<file path="src/rtl/onehot_pkg.sv">
package onehot_pkg;

    typedef enum logic [1:0] {
        TX_IDLE = 2'd0,
        TX_CODE = 2'd1,
        TX_NULL = 2'd2
    } tx_state_e;

    function automatic logic [3:0] sym_to_code(input logic [1:0] sym);
        return 4'b0001 << sym;
    endfunction

    function automatic logic [1:0] code_to_sym(input logic [3:0] code);
        logic [1:0] s;
        unique case (code)
            4'b0010: s = 2'd1;
            4'b0100: s = 2'd2;
            4'b1000: s = 2'd3;
            default: s = 2'd0;
        endcase
        return s;
    endfunction

endpackage

</file>
<file path="src/rtl/onehot_grp_enc.sv">
module onehot_grp_enc
    import onehot_pkg::*;
(
    input  logic [1:0] sym,
    output logic [3:0] code
);
    always_comb begin
        code = sym_to_code(sym);
    end
endmodule

</file>
<file path="src/rtl/onehot_grp_chk.sv">
module onehot_grp_chk
    import onehot_pkg::*;
(
    input  logic [3:0] code,
    output logic       is_null,
    output logic       is_code,
    output logic       is_bad,
    output logic [1:0] sym
);
    logic [2:0] ones;

    always_comb begin
        ones = 3'(code[0]) + 3'(code[1]) + 3'(code[2]) + 3'(code[3]);
        is_null = (ones == 3'd0);
        is_code = (ones == 3'd1);
        is_bad  = (ones > 3'd1);
        sym     = code_to_sym(code);
    end
endmodule

</file>
<file path="src/rtl/onehot_tx.sv">
module onehot_tx
    import onehot_pkg::*;
#(
    parameter int GROUPS = 4,
    localparam int DW = 2 * GROUPS,
    localparam int RW = 4 * GROUPS
) (
    input  logic          clk,
    input  logic          rst_n,
    input  logic [DW-1:0] data,
    input  logic          valid,
    output logic          ready,
    output logic [RW-1:0] rails,
    input  logic          ack
);
    typedef struct packed {
        tx_state_e     state;
        logic [RW-1:0] rails;
    } tx_regs_t;

    tx_regs_t      r_d, r_q;
    logic [RW-1:0] enc_w;

    for (genvar g = 0; g < GROUPS; g++) begin : g_enc
        onehot_grp_enc u_enc (
            .sym  (data[2*g +: 2]),
            .code (enc_w[4*g +: 4])
        );
    end

    always_comb begin
        r_d = r_q;
        unique case (r_q.state)
            TX_IDLE: begin
                if (valid) begin
                    r_d.state = TX_CODE;
                    r_d.rails = enc_w;
                end
            end
            TX_CODE: begin
                if (ack) begin
                    r_d.state = TX_NULL;
                    r_d.rails = '0;
                end
            end
            TX_NULL: begin
                if (!ack) begin
                    r_d.state = TX_IDLE;
                end
            end
            default: begin
                r_d.state = TX_IDLE;
                r_d.rails = '0;
            end
        endcase
    end

    always_ff @(posedge clk or negedge rst_n) begin
        if (!rst_n) begin
            r_q <= '{state: TX_IDLE, rails: '0};
        end else begin
            r_q <= r_d;
        end
    end

    assign ready = (r_q.state == TX_IDLE);
    assign rails = r_q.rails;
endmodule

</file>
<file path="src/rtl/onehot_rx.sv">
module onehot_rx
    import onehot_pkg::*;
#(
    parameter int GROUPS = 4,
    localparam int DW = 2 * GROUPS,
    localparam int RW = 4 * GROUPS
) (
    input  logic          clk,
    input  logic          rst_n,
    input  logic [RW-1:0] rails,
    output logic          ack,
    output logic [DW-1:0] data,
    output logic          valid,
    output logic          illegal
);
    typedef struct packed {
        logic          ack;
        logic [DW-1:0] data;
        logic          valid;
        logic          illegal;
    } rx_regs_t;

    rx_regs_t            r_d, r_q;
    logic [GROUPS-1:0]   null_w, code_w, bad_w;
    logic [DW-1:0]       sym_w;

    for (genvar g = 0; g < GROUPS; g++) begin : g_chk
        onehot_grp_chk u_chk (
            .code    (rails[4*g +: 4]),
            .is_null (null_w[g]),
            .is_code (code_w[g]),
            .is_bad  (bad_w[g]),
            .sym     (sym_w[2*g +: 2])
        );
    end

    always_comb begin
        r_d         = r_q;
        r_d.valid   = 1'b0;
        r_d.illegal = |bad_w;
        if (!r_q.ack) begin
            if (&code_w) begin
                r_d.ack   = 1'b1;
                r_d.data  = sym_w;
                r_d.valid = 1'b1;
            end
        end else if (&null_w) begin
            r_d.ack = 1'b0;
        end
    end

    always_ff @(posedge clk or negedge rst_n) begin
        if (!rst_n) begin
            r_q <= '0;
        end else begin
            r_q <= r_d;
        end
    end

    assign ack     = r_q.ack;
    assign data    = r_q.data;
    assign valid   = r_q.valid;
    assign illegal = r_q.illegal;
endmodule

</file>
<file path="src/rtl/onehot_rtz_codec.sv">
module onehot_rtz_codec #(
    parameter int GROUPS = 4
) (
    input  logic                  clk,
    input  logic                  rst_n,
    input  logic [2*GROUPS-1:0]   tx_data,
    input  logic                  tx_valid,
    output logic                  tx_ready,
    output logic [4*GROUPS-1:0]   tx_rails,
    input  logic                  tx_ack,
    input  logic [4*GROUPS-1:0]   rx_rails,
    output logic                  rx_ack,
    output logic [2*GROUPS-1:0]   rx_data,
    output logic                  rx_valid,
    output logic                  rx_illegal
);
    onehot_tx #(.GROUPS(GROUPS)) u_tx (
        .clk   (clk),
        .rst_n (rst_n),
        .data  (tx_data),
        .valid (tx_valid),
        .ready (tx_ready),
        .rails (tx_rails),
        .ack   (tx_ack)
    );

    onehot_rx #(.GROUPS(GROUPS)) u_rx (
        .clk     (clk),
        .rst_n   (rst_n),
        .rails   (rx_rails),
        .ack     (rx_ack),
        .data    (rx_data),
        .valid   (rx_valid),
        .illegal (rx_illegal)
    );
endmodule

</file>
<file path="config.mk">
export PLATFORM = sky130hd
export DESIGN_NAME = onehot_rtz_codec
export DESIGN_NICKNAME = d
export VERILOG_FILES = /design/src/rtl/onehot_pkg.sv /design/src/rtl/onehot_grp_enc.sv /design/src/rtl/onehot_grp_chk.sv /design/src/rtl/onehot_tx.sv /design/src/rtl/onehot_rx.sv /design/src/rtl/onehot_rtz_codec.sv
export SDC_FILE = /design/constraint.sdc
export NUM_CORES = 1
export LEC_CHECK = 0
export ABC_AREA = 1
export BUFFER_PORTS_ARGS = -buffer_cell sky130_fd_sc_hd__buf_2
export CORE_UTILIZATION = 58
export DETAILED_ROUTE_END_ITERATION = 8
export GPL_TIMING_DRIVEN = 0
export PLACE_DENSITY = 0.95
export SYNTH_ARGS = -nofsm -noshare
export SYNTH_HDL_FRONTEND = slang
export SYNTH_HIERARCHICAL = 1
export SYNTH_SLANG_ARGS = --single-unit
export TNS_END_PERCENT = 100
</file>
<file path="constraint.sdc">
create_clock -name clk -period 2.05 [get_ports clk]
set_input_delay 0.615 -clock clk [delete_from_list [all_inputs] [get_ports clk]]
set_output_delay 0.615 -clock clk [all_outputs]
set_load 0.02 [all_outputs]
</file>
==> qor.txt, run 1 <==
cell internal pwr: 1.670 mW
core region area: 3716 um^2
CP delay by family, top: adder cells
Die H: 64.70 um
Worst-Margin Slew: 0.6481 ns
clk slew on worst S/H paths: 0.07 ns
FF+latch count, synth: 29
Hold Violations, Final: 0
Critical Path RT: 2.27 ns
crit-path most repeated cell: inv_4
failing checks: negative setup slack
worst-path maximum fanout: 8
drt pass-1 iters: 5
Iteration-0 DRC Markers: 282
count of final setup violators: 11
Ports: 56
Setup TNS: -2.976 ns
mux cell area share after synthesis: 0
pin count of the biggest net entering global routing: 30
EDFF count, synth: 0
GRT overflow: 0
Crit path largest cell delay: 0.55 ns
RSZ-0062 raised after global routing: true
largest family of logic cells by synthesized area: simple AND/OR/NAND/NOR gates
Finished Layout Cells: 423
initial antenna violation count: 0
pre-CTS WS: -0.5687 ns
power per cell area: 935.0 nW/um^2
sw frac: 0.4445
IO buf count: 54
Max H-tree Level: 2
synthesized area: 2280 um^2
register area share after synthesis: 0.3183
Synth Flop Type: dfrtp_1
Max Freq: 416.4 MHz
GPL Wtd Cong: 0.7927
Overall Power: 3.007 mW
fill count: 177
width of the die: 64.70 um
vias in the first global route: 2224
Tcrit/Tclk final: 1.172
TritonCTS clock tree: done
XOR/XNOR share of the synthesized area: 0
Final Skew: 0.007906 ns
area of the multi-input gates: 1354 um^2
drt drc: 0
final setup margin: -0.3517 ns
Startpoint Class: input pin
Final Core Density: 0.8653
diodes inserted: 0
Leakage: 1.789 nW
buffers plus inverters on the worst setup path: 7
Skew-Pair Late Insertion Delay: 0.29 ns
total routed wirelength: 7.553 mm
clock buffer depth: 2
CP endpoint kind: flop
part of the power in combinational logic: 0.529
Reg area: 725.7 um^2
FP Rows: 22
Area Growth Syn to Fin: 41.05%
Slew Viols, Final: 0
Synth Area in Adders: 0.1668
Total Routing Usage GR: 0.3103
die area: 4185 um^2
Slowest-stage cell, CP: fa_1
YS warnings: 6
global-route wire length before repair: 9.763 mm
Slew headroom: 0.5679
Starting Density: 0.6135
placed cells: 398
fraction of layout cells with a size suffix above 1: 0.4453
Min-Delay Path Class: input pin to asynchronous set/reset pin
status: complete, but fails checks
clock share of power: 0.177
CTS root buf: clkbuf_8
sequential share of power: 0.295
simple-gate share of the synthesized area: 0.2859
Num CTS Buffers: 5
net switching power: 1.336 mW
DR vias/cell: 5.809
Max VDD drop: 0.0004767 V
crit path DAT: 2.63 ns
CP Cell Sequence: buf_8 > inv_4 > fa_1 > inv_1 > ha_2 > inv_2 > ha_4 > inv_4 > nand3_4 > inv_6 > nand2_4 > nor2_4 > buf_12 > nand3_1 > nand2_1
Vias: 2457
WL per Instance: 17.86 um
number of distinct library cells after synthesis: 21
Mapped Nets: 352
HPWL after DPL: 3.661 mm
Post-Synthesis Cells: 296
Post-synth ARST share: 1.000
Final min period: 2.402 ns
Worst Setup Path Type: input pin to flop
syn avg cell area: 7.702 um^2
Detail Route Antenna Nets: 0
CTS Sinks: 29
max-capacitance violation count: 0
Synth Area in Compound Gates: 0.03787
Final nets: 430
-- path summary, 6_finish.rpt --
path | startpoint | end | slack [ns] | cells after the start
max reg2reg | u_tx/r_q[16] | u_tx/rails[13] | 0.78 | 4
min | rst_n | u_tx/rails[10] | 0.35 | 1
max in group asynchronous | rst_n | u_rx/data[0] | 1.28 | 1
min in group clk | u_tx/rails[7] | u_tx/rails[7] | 0.50 | 2
min reg2reg | u_tx/rails[7] | u_tx/rails[7] | 0.50 | 2
max | rx_rails[4] | u_rx/data[7] | -0.35 | 15
-- layout by cell type, fill, tap and decap left out, drive strengths merged, types with 2 or more instances in the layout --
cell and count:
buf 91, inv 69, nand2 57, nand3 42
dfrtp 29, ha 24, nor2 18, nand4 17
o21bai 8, clkbuf 7, nor3 4, fa 4
clkinv 2, o21ai 2
-- repair_timing --
action                                  4_1_cts  5_1_grt
hold buffers                                  0        0
buffers inserted                              7        9
pin swaps                                    15       16
endpoints found under the hold margin         0        0
endpoints found under the setup margin       11       11
cloned                                        1        1
resized for setup                            30       40
-- state kept, by name (all words and copies together) (netlist names) --
register	cells
u_tx/r_q	2
u_tx/rails	16
u_rx/valid	1
u_rx/ack	1
u_rx/data	8
u_rx/illegal	1
-- power by group through the flow --
stage	combinational (mW)	clock [mW]	sequential, mW
2_1_floorplan	0.871	0	0.932
3_3_place_gp	1.24	0	0.864
3_5_place_dp	1.28	0	0.877
4_1_cts	1.36	0.525	0.869
5_1_grt	1.68	0.567	0.898
6_report	1.59	0.532	0.886
-- layout make-up --
type / instances / area share
plain buffers: 22 / 0.05370
clock buffers: 7 / 0.02996
clock inverters: 1 / 0.001556
inverters: 70 / 0.1004
multi-input cells: 177 / 0.4210
flip-flops and latches: 29 / 0.2257
well taps: 48 / 0.01868
repair buffers: 69 / 0.1490
-- stage by stage --
stage	instance area (um^2)	hold WS, ns
6_report	3216	0.3469
5_1_grt	3216	0.3869
4_1_cts	2995	0.3570
3_5_place_dp	2718	0.4900
3_3_place_gp	2718	0.4865
2_1_floorplan	2387	0.3194
-- worst reg2reg max path, delay by kind of cell, from the launching register on --
kind          cells  cell delay (ns)
flops             1             0.49
buf+inv           2             0.42
simple gates      2             0.30
-- kinds of logic after synthesis --
group | Yosys count
flops | 29
fa+ha+maj | 28
simple gates | 136
compound gates | 11
buf+inv | 92
-- cells in the mapped netlist, types with 3 or more instances --
cell      instances  area share
nand2_1          54       0.089
nand3_1          40       0.088
nor3_1            4      0.0088
nor2_4            3       0.015
nand4_1          17       0.047
inv_1            67        0.11
fa_1              4       0.035
ha_1             24        0.13
nor2_1           15       0.025
dfrtp_1          29        0.32
o21bai_1          8       0.026
buf_4            16       0.053
inv_2             3      0.0049
buf_2             3      0.0066
-- routing by layer --
layer	up-vias	global-route usage	routed length (um)
li1	1062	-	-
met2	189	0.5645	3708
met4	0	0.1528	505
met5	-	0	0
met3	56	0.06162	628
met1	1150	0.3408	2710
Power figures use the tool's default switching activity.
==> run 2: changes to the inputs <==
--- a/config.mk
+++ b/config.mk
@@ -7,10 +7,10 @@
 export LEC_CHECK = 0
 export ABC_AREA = 1
 export BUFFER_PORTS_ARGS = -buffer_cell sky130_fd_sc_hd__buf_2
-export CORE_UTILIZATION = 58
+export CORE_UTILIZATION = 40
 export DETAILED_ROUTE_END_ITERATION = 8
 export GPL_TIMING_DRIVEN = 0
-export PLACE_DENSITY = 0.95
+export PLACE_DENSITY = 0.73
 export SYNTH_ARGS = -nofsm -noshare
 export SYNTH_HDL_FRONTEND = slang
 export SYNTH_HIERARCHICAL = 1
==> qor.txt, run 2 (synthesis gave the netlist of run 1 again) <==
Slew headroom: 0.5676 (about the same)
placed cells: 422 (+6.0%)
max-capacitance violation count: 0 (unchanged)
reg2reg path depth: 5 (+1)
Final min period: 2.210 ns (-0.1918 ns)
reg-to-reg endpoint: u_tx/rails[12]
clk slew on worst S/H paths: 0.07 ns (about the same)
drt pass-1 iters: 4 (-1)
RSZ-0062 raised after global routing: true
R2R Path Start: u_tx/r_q[16]
Die H: 77.50 um (+20%)
max FFs per register: 16 (unchanged)
DR WL met2: 2.601 mm (-30%)
Num CTS Buffers: 5 (unchanged)
Worst-Margin Slew: 0.6487 ns (+0.0005341 ns)
CP endpoint kind: flop
Max H-tree Level: 2 (unchanged)
Iteration-0 DRC Markers: 67 (-76%)
M1 WL: 2.138 mm (-21%)
failing checks: negative setup slack
CTS root buf: clkbuf_8
Vias: 2083 (-15%)
fraction of layout cells with a size suffix above 1: 0.4202 (-0.02512)
R2R Setup Slk: 0.88 ns (+0.10 ns)
final setup margin: -0.1599 ns (+0.1918 ns)
total routed wirelength: 5.069 mm (-33%)
HPWL after DPL: 3.418 mm (-6.6%)
drt drc: 0 (unchanged)
worst-path maximum fanout: 8 (unchanged)
most frequent cells in the layout: buf_2, nand2_1, inv_1
Critical Path RT: 2.27 ns (about the same)
Slew Viols, Final: 0 (unchanged)
width of the die: 77.50 um (+20%)
Tcrit/Tclk final: 1.078 (-0.09355)
max layer used: met4
count of final setup violators: 10 (-1)
crit path DAT: 2.43 ns (-0.20 ns)
Final nets: 431 (+0.23%)
Hold Violations, Final: 0 (unchanged)
Setup TNS: -1.253 ns (+1.723 ns)
Detail Route Antenna Nets: 0 (unchanged)
initial antenna violation count: 0 (unchanged)
diodes inserted: 0 (unchanged)
design area: 3167 um^2 (-1.5%)
CTS Sinks: 29 (unchanged)
Starting Density: 0.4140 (-0.1995)
Final Core Density: 0.5751 (-0.2902)
IO buf count: 54 (unchanged)
Startpoint Class: input pin
vias in the first global route: 1929 (-13%)
Ports: 56 (unchanged)
Total Routing Usage GR: 0.1747 (-0.1356)
GPL Wtd Cong: 0.7769 (-2.0%)
WL per Instance: 11.31 um (-37%)
Final Skew: 0.009938 ns (+0.002032 ns)
status: complete, but fails checks
TritonCTS clock tree: done
GRT overflow: 0 (unchanged)
Max Freq: 452.5 MHz (+8.7%)
power per cell area: 870.0 nW/um^2 (-7.0%)
DR vias/cell: 4.650 (-20%)
met3 wire len: 264 um (-58%)
Leakage: 1.764 nW (-1.4%)
Finished Layout Cells: 448 (+5.9%)
worst-case hold slack: 0.3508 ns (+0.003854 ns)
Area Growth Syn to Fin: 38.91%
die area: 6005 um^2 (+43%)
FP Rows: 27 (+23%)
pin count of the biggest net entering global routing: 30 (unchanged)
# hold bufs at CTS: 0 (unchanged)
global-route wire length before repair: 8.300 mm (-15%)
Worst Setup Path Type: input pin to flop
clock buffer depth: 2 (unchanged)
Max VDD drop: 0.0004790 V (+0.47%)
area post-placement: 2748 um^2 (+1.1%)
Min-Delay Path Class: input pin to asynchronous set/reset pin
Skew-Pair Late Insertion Delay: 0.28 ns (about the same)
core region area: 5507 um^2 (+48%)
-- run 2: metal layers --
metal  global-route usage  vias up
met5                    0        -
li1                     -     1070
met2               0.3018       57
met1               0.2053      950
met4              0.06415        0
met3              0.04824        6
-- run 2: stage by stage --
| step | total power, mW | worst slack, ns |
|---|---|---|
| global placement | 2.126 | -0.5019 |
| global route | 2.964 | -0.2579 |
| CTS | 2.688 | -0.1547 |
| floorplan | 1.804 | -0.2084 |
| finish | 2.755 | -0.1599 |
| detailed placement | 2.150 | -0.5384 |
-- run 2: cell type report --
cell class | count | area (um^2)
clock inverters | 2 | 10.01
repair buffers | 70 | 454.2
plain buffers | 22 | 172.7
well taps | 72 | 90.09
fillers | 506 | 2340
clock buffers | 6 | 72.57
inverters | 70 | 310.3
flip-flops and latches | 29 | 725.7
multi-input cells | 177 | 1331
-- run 2: where the power goes --
group	leakage (nW)	internal [mW]	switching (mW)
combinational	1.37	0.604	0.834
sequential	0.351	0.742	0.124
clock	0.0450	0.235	0.217
total	1.76	1.58	1.17
-- run 2: worst max-delay path: stages --
cell and delay (ns):
buf_8 0.08, inv_4 0.03, fa_1 0.52, inv_1 0.04, ha_2 0.18, inv_2 0.07, ha_4 0.20, inv_2 0.06
nand3_4 0.08, inv_6 0.09, nand2_4 0.05, nor2_4 0.13, buf_12 0.14, nand3_2 0.07, nand2_1 0.06
-- run 2: timing repair --
item,CTS,global route
endpoints found under the setup margin,11,11
gates cloned,1,1
resized for setup,31,16
pin swaps,18,14
setup buffers,12,4
-- run 2: worst max path at each step --
stage / from / to / slack [ns] / depth (start not counted)
2_1_floorplan: rx_rails[5] / u_rx/data[0] / -0.21 / 12
3_3_place_gp: rx_rails[5] / u_rx/data[5] / -0.50 / 14
3_5_place_dp: rx_rails[5] / u_rx/data[4] / -0.54 / 14
4_1_cts: rx_rails[11] / u_rx/data[3] / -0.15 / 14
5_1_grt: rx_rails[7] / u_rx/data[4] / -0.26 / 15
6_report: rx_rails[7] / u_rx/data[4] / -0.16 / 15
==> run 3: changes to the inputs <==
--- a/config.mk
+++ b/config.mk
@@ -5,7 +5,6 @@
 export SDC_FILE = /design/constraint.sdc
 export NUM_CORES = 1
 export LEC_CHECK = 0
-export ABC_AREA = 1
 export BUFFER_PORTS_ARGS = -buffer_cell sky130_fd_sc_hd__buf_2
 export CORE_UTILIZATION = 40
 export DETAILED_ROUTE_END_ITERATION = 8
==> qor.txt, run 3 <==
CTS Sinks: 29 (unchanged)
fill count: 483 (-4.5%)
Worst-Margin Slew: 0.6561 ns (+0.007411 ns)
Overall Power: 2.420 mW (-12%)
Slew Viols, Final: 0 (unchanged)
top-area cell type share of the netlist area: 0.3312 (+0.01291)
max-capacitance violation count: 0 (unchanged)
# hold bufs at CTS: 0 (unchanged)
Critical Path RT: 2.22 ns (-0.05 ns)
GPL Wtd Cong: 0.7342 (-5.5%)
Startpoint Class: input pin
reg2reg path depth: 4 (-1)
drt pass-1 iters: 4 (unchanged)
Final Skew: 0.004168 ns (-0.005770 ns)
Worst Setup Path Type: input pin to flop
diodes inserted: 0 (unchanged)
Total Routing Usage GR: 0.1653 (-0.009373)
Mapped Nets: 268 (-24%)
Post-Synthesis Cells: 212 (-28%)
net switching power: 0.9143 mW (-22%)
fraction of layout cells with a size suffix above 1: 0.5490 (+0.1287)
Num CTS Buffers: 5 (unchanged)
syn avg cell area: 10.33 um^2 (+34%)
Ports: 56 (unchanged)
most frequent cells in the layout: buf_2, dfrtp_1, buf_4
WL per Instance: 12.21 um (+7.9%)
core region area: 5205 um^2 (-5.5%)
Post-synth ARST share: 1.000 (unchanged)
synthesized area: 2191 um^2 (-3.9%)
Slew headroom: 0.5626 (-0.004941)
commonest non-fill, non-tap cell in the layout: buf_2
power per cell area: 808.3 nW/um^2 (-7.1%)
count leader, synth: dfrtp_1
Tcrit/Tclk final: 1.225 (+0.1466)
number of distinct library cells after synthesis: 32 (+52%)
worst-path maximum fanout: 7 (-1)
area post-placement: 2674 um^2 (-2.7%)
FP Rows: 26 (-3.7%)
GRT overflow: 0 (unchanged)
Iteration-0 DRC Markers: 50 (-25%)
count of final setup violators: 11 (+1)
max FFs per register: 16 (unchanged)
most instantiated cells after synthesis: dfrtp_1, inv_1, ha_1
Max H-tree Level: 2 (unchanged)
failing checks: negative setup slack
CP endpoint kind: flop
part of the power in combinational logic: 0.475 (-0.047)
total routed wirelength: 4.345 mm (-14%)
Max VDD drop: 0.0002990 V (-38%)
clock buffer depth: 2 (unchanged)
Starting Density: 0.4209 (+0.006917)
clock share of power: 0.193 (+0.029)
Max Freq: 398.3 MHz (-12%)
drt drc: 0 (unchanged)
Detail Route Antenna Nets: 0 (unchanged)
Vias: 1721 (-17%)
width of the die: 76.01 um (-1.9%)
post-synth top area cell: dfrtp_1
RSZ-0062 raised after global routing: true
Die H: 76.01 um (-1.9%)
Leakage: 1.541 nW (-13%)
global-route wire length before repair: 7.638 mm (-8.0%)
IO buf count: 55 (+1.9%)
EDFF count, synth: 0 (unchanged)
Area contributors post-synth: dfrtp_1, ha_1, buf_4
crit path DAT: 2.68 ns (+0.25 ns)
HPWL after DPL: 3.053 mm (-11%)
Area Growth Syn to Fin: 36.66%
design area: 2994 um^2 (-5.5%)
YS warnings: 6 (unchanged)
CTS root buf: clkbuf_8
FF+latch count, synth: 29 (unchanged)
cell internal pwr: 1.506 mW (-4.7%)
status: complete, but fails checks
final setup margin: -0.4605 ns (-0.3006 ns)
vias in the first global route: 1695 (-12%)
die area: 5777 um^2 (-3.8%)
clk slew on worst S/H paths: 0.07 ns (about the same)
sw frac: 0.3778 (-0.04869)
Min-Delay Path Class: input pin to asynchronous set/reset pin
Setup TNS: -4.309 ns (-3.056 ns)
Final nets: 341 (-21%)
Final min period: 2.510 ns (+0.3006 ns)
pin count of the biggest net entering global routing: 30 (unchanged)
register area share after synthesis: 0.3312 (+0.01291)
Synth Flop Type: dfrtp_1
initial antenna violation count: 0 (unchanged)
Hold Violations, Final: 0 (unchanged)
TritonCTS clock tree: done
Skew-Pair Late Insertion Delay: 0.28 ns (about the same)
DR vias/cell: 4.834 (+4.0%)
sequential share of power: 0.332 (+0.018)
==> run 3: final cells by class <==
type | instances | area, um^2 | area share
buffer | 21 | 156.4 | 0.05224
clock buffer | 6 | 72.57 | 0.02424
clock inverter | 2 | 10.01 | 0.003343
inverter | 25 | 131.4 | 0.04388
multi-input combinational | 137 | 1356 | 0.4530
sequential | 29 | 725.7 | 0.2424
tap | 70 | 87.58 | 0.02925
timing repair buffer | 66 | 454.2 | 0.1517
==> run 3: what timing repair did <==
action	CTS	global route
endpoints found under the setup margin	11	11
pin swaps	11	5
buffers inserted	8	3
resized for setup	27	12
==> run 3: path summary, 6_finish.rpt <==
check                            endpoint         start  slack, ns
max                          u_rx/data[1]   rx_rails[8]      -0.46
min                        u_tx/rails[13]         rst_n       0.36
max reg2reg                u_tx/rails[14]  u_tx/r_q[17]       0.81
min in group clk             u_rx/data[3]  u_rx/data[3]       0.51
min reg2reg                  u_rx/data[3]  u_rx/data[3]       0.51
max in group asynchronous    u_rx/data[6]         rst_n       1.26
==> run 3: power groups by stage <==
stage	Clock (mW)	Sequential [mW]	Combinational (mW)
final	0.467	0.805	1.15
after global routing	0.517	0.828	1.26
after CTS	0.485	0.805	1.13
after detailed placement	0	0.813	1.06
after global placement	0	0.810	1.05
after floorplan	0	0.812	0.775
==> run 3: per-layer routing <==
| metal | vias up | share of wire | GRT usage |
|---|---|---|---|
| li1 | 846 | - | - |
| met1 | 824 | 0.42 | 0.1850 |
| met2 | 44 | 0.52 | 0.2945 |
| met3 | 7 | 0.041 | 0.04910 |
| met4 | 0 | 0.014 | 0.06346 |
| met5 | - | 0 | 0 |
==> run 3: stage by stage <==
stage / hold slack [ns] / instances / setup WS (ns) / utilization
detailed placement: 0.4980 / 337 / -1.019 / 0.5137
CTS: 0.3879 / 353 / -0.4819 / 0.5620
global placement: 0.4955 / 337 / -0.9826 / 0.5137
global route: 0.4105 / 356 / -0.5485 / 0.5752
floorplan: 0.3194 / 212 / -0.6452 / -
finish: 0.3620 / 356 / -0.4605 / 0.5752
==> run 3: cell families (layout without fill, tap and decap cells) <==
| group | count (synthesis) | after routing | synth area share |
|---|---|---|---|
| XOR/XNOR | 4 | 4 | 0.01599 |
| buffers and inverters | 46 | 120 | 0.1142 |
| adder cells (fa/ha/maj) | 28 | 28 | 0.1736 |
| AND/OR/NAND/NOR | 61 | 61 | 0.1828 |
| multiplexers | 12 | 12 | 0.05940 |
| AO/OA/AOI/OAI | 32 | 32 | 0.1228 |
| flip-flops | 29 | 29 | 0.3312 |
==> run 3: critical path: stages <==
cell     delay (ns)
buf_8          0.09
inv_12         0.03
fa_1           0.52
inv_1          0.04
ha_2           0.17
inv_2          0.07
ha_4           0.20
nor3b_4        0.20
nand4_2        0.14
nor2_4         0.14
buf_12         0.15
mux2_4         0.29
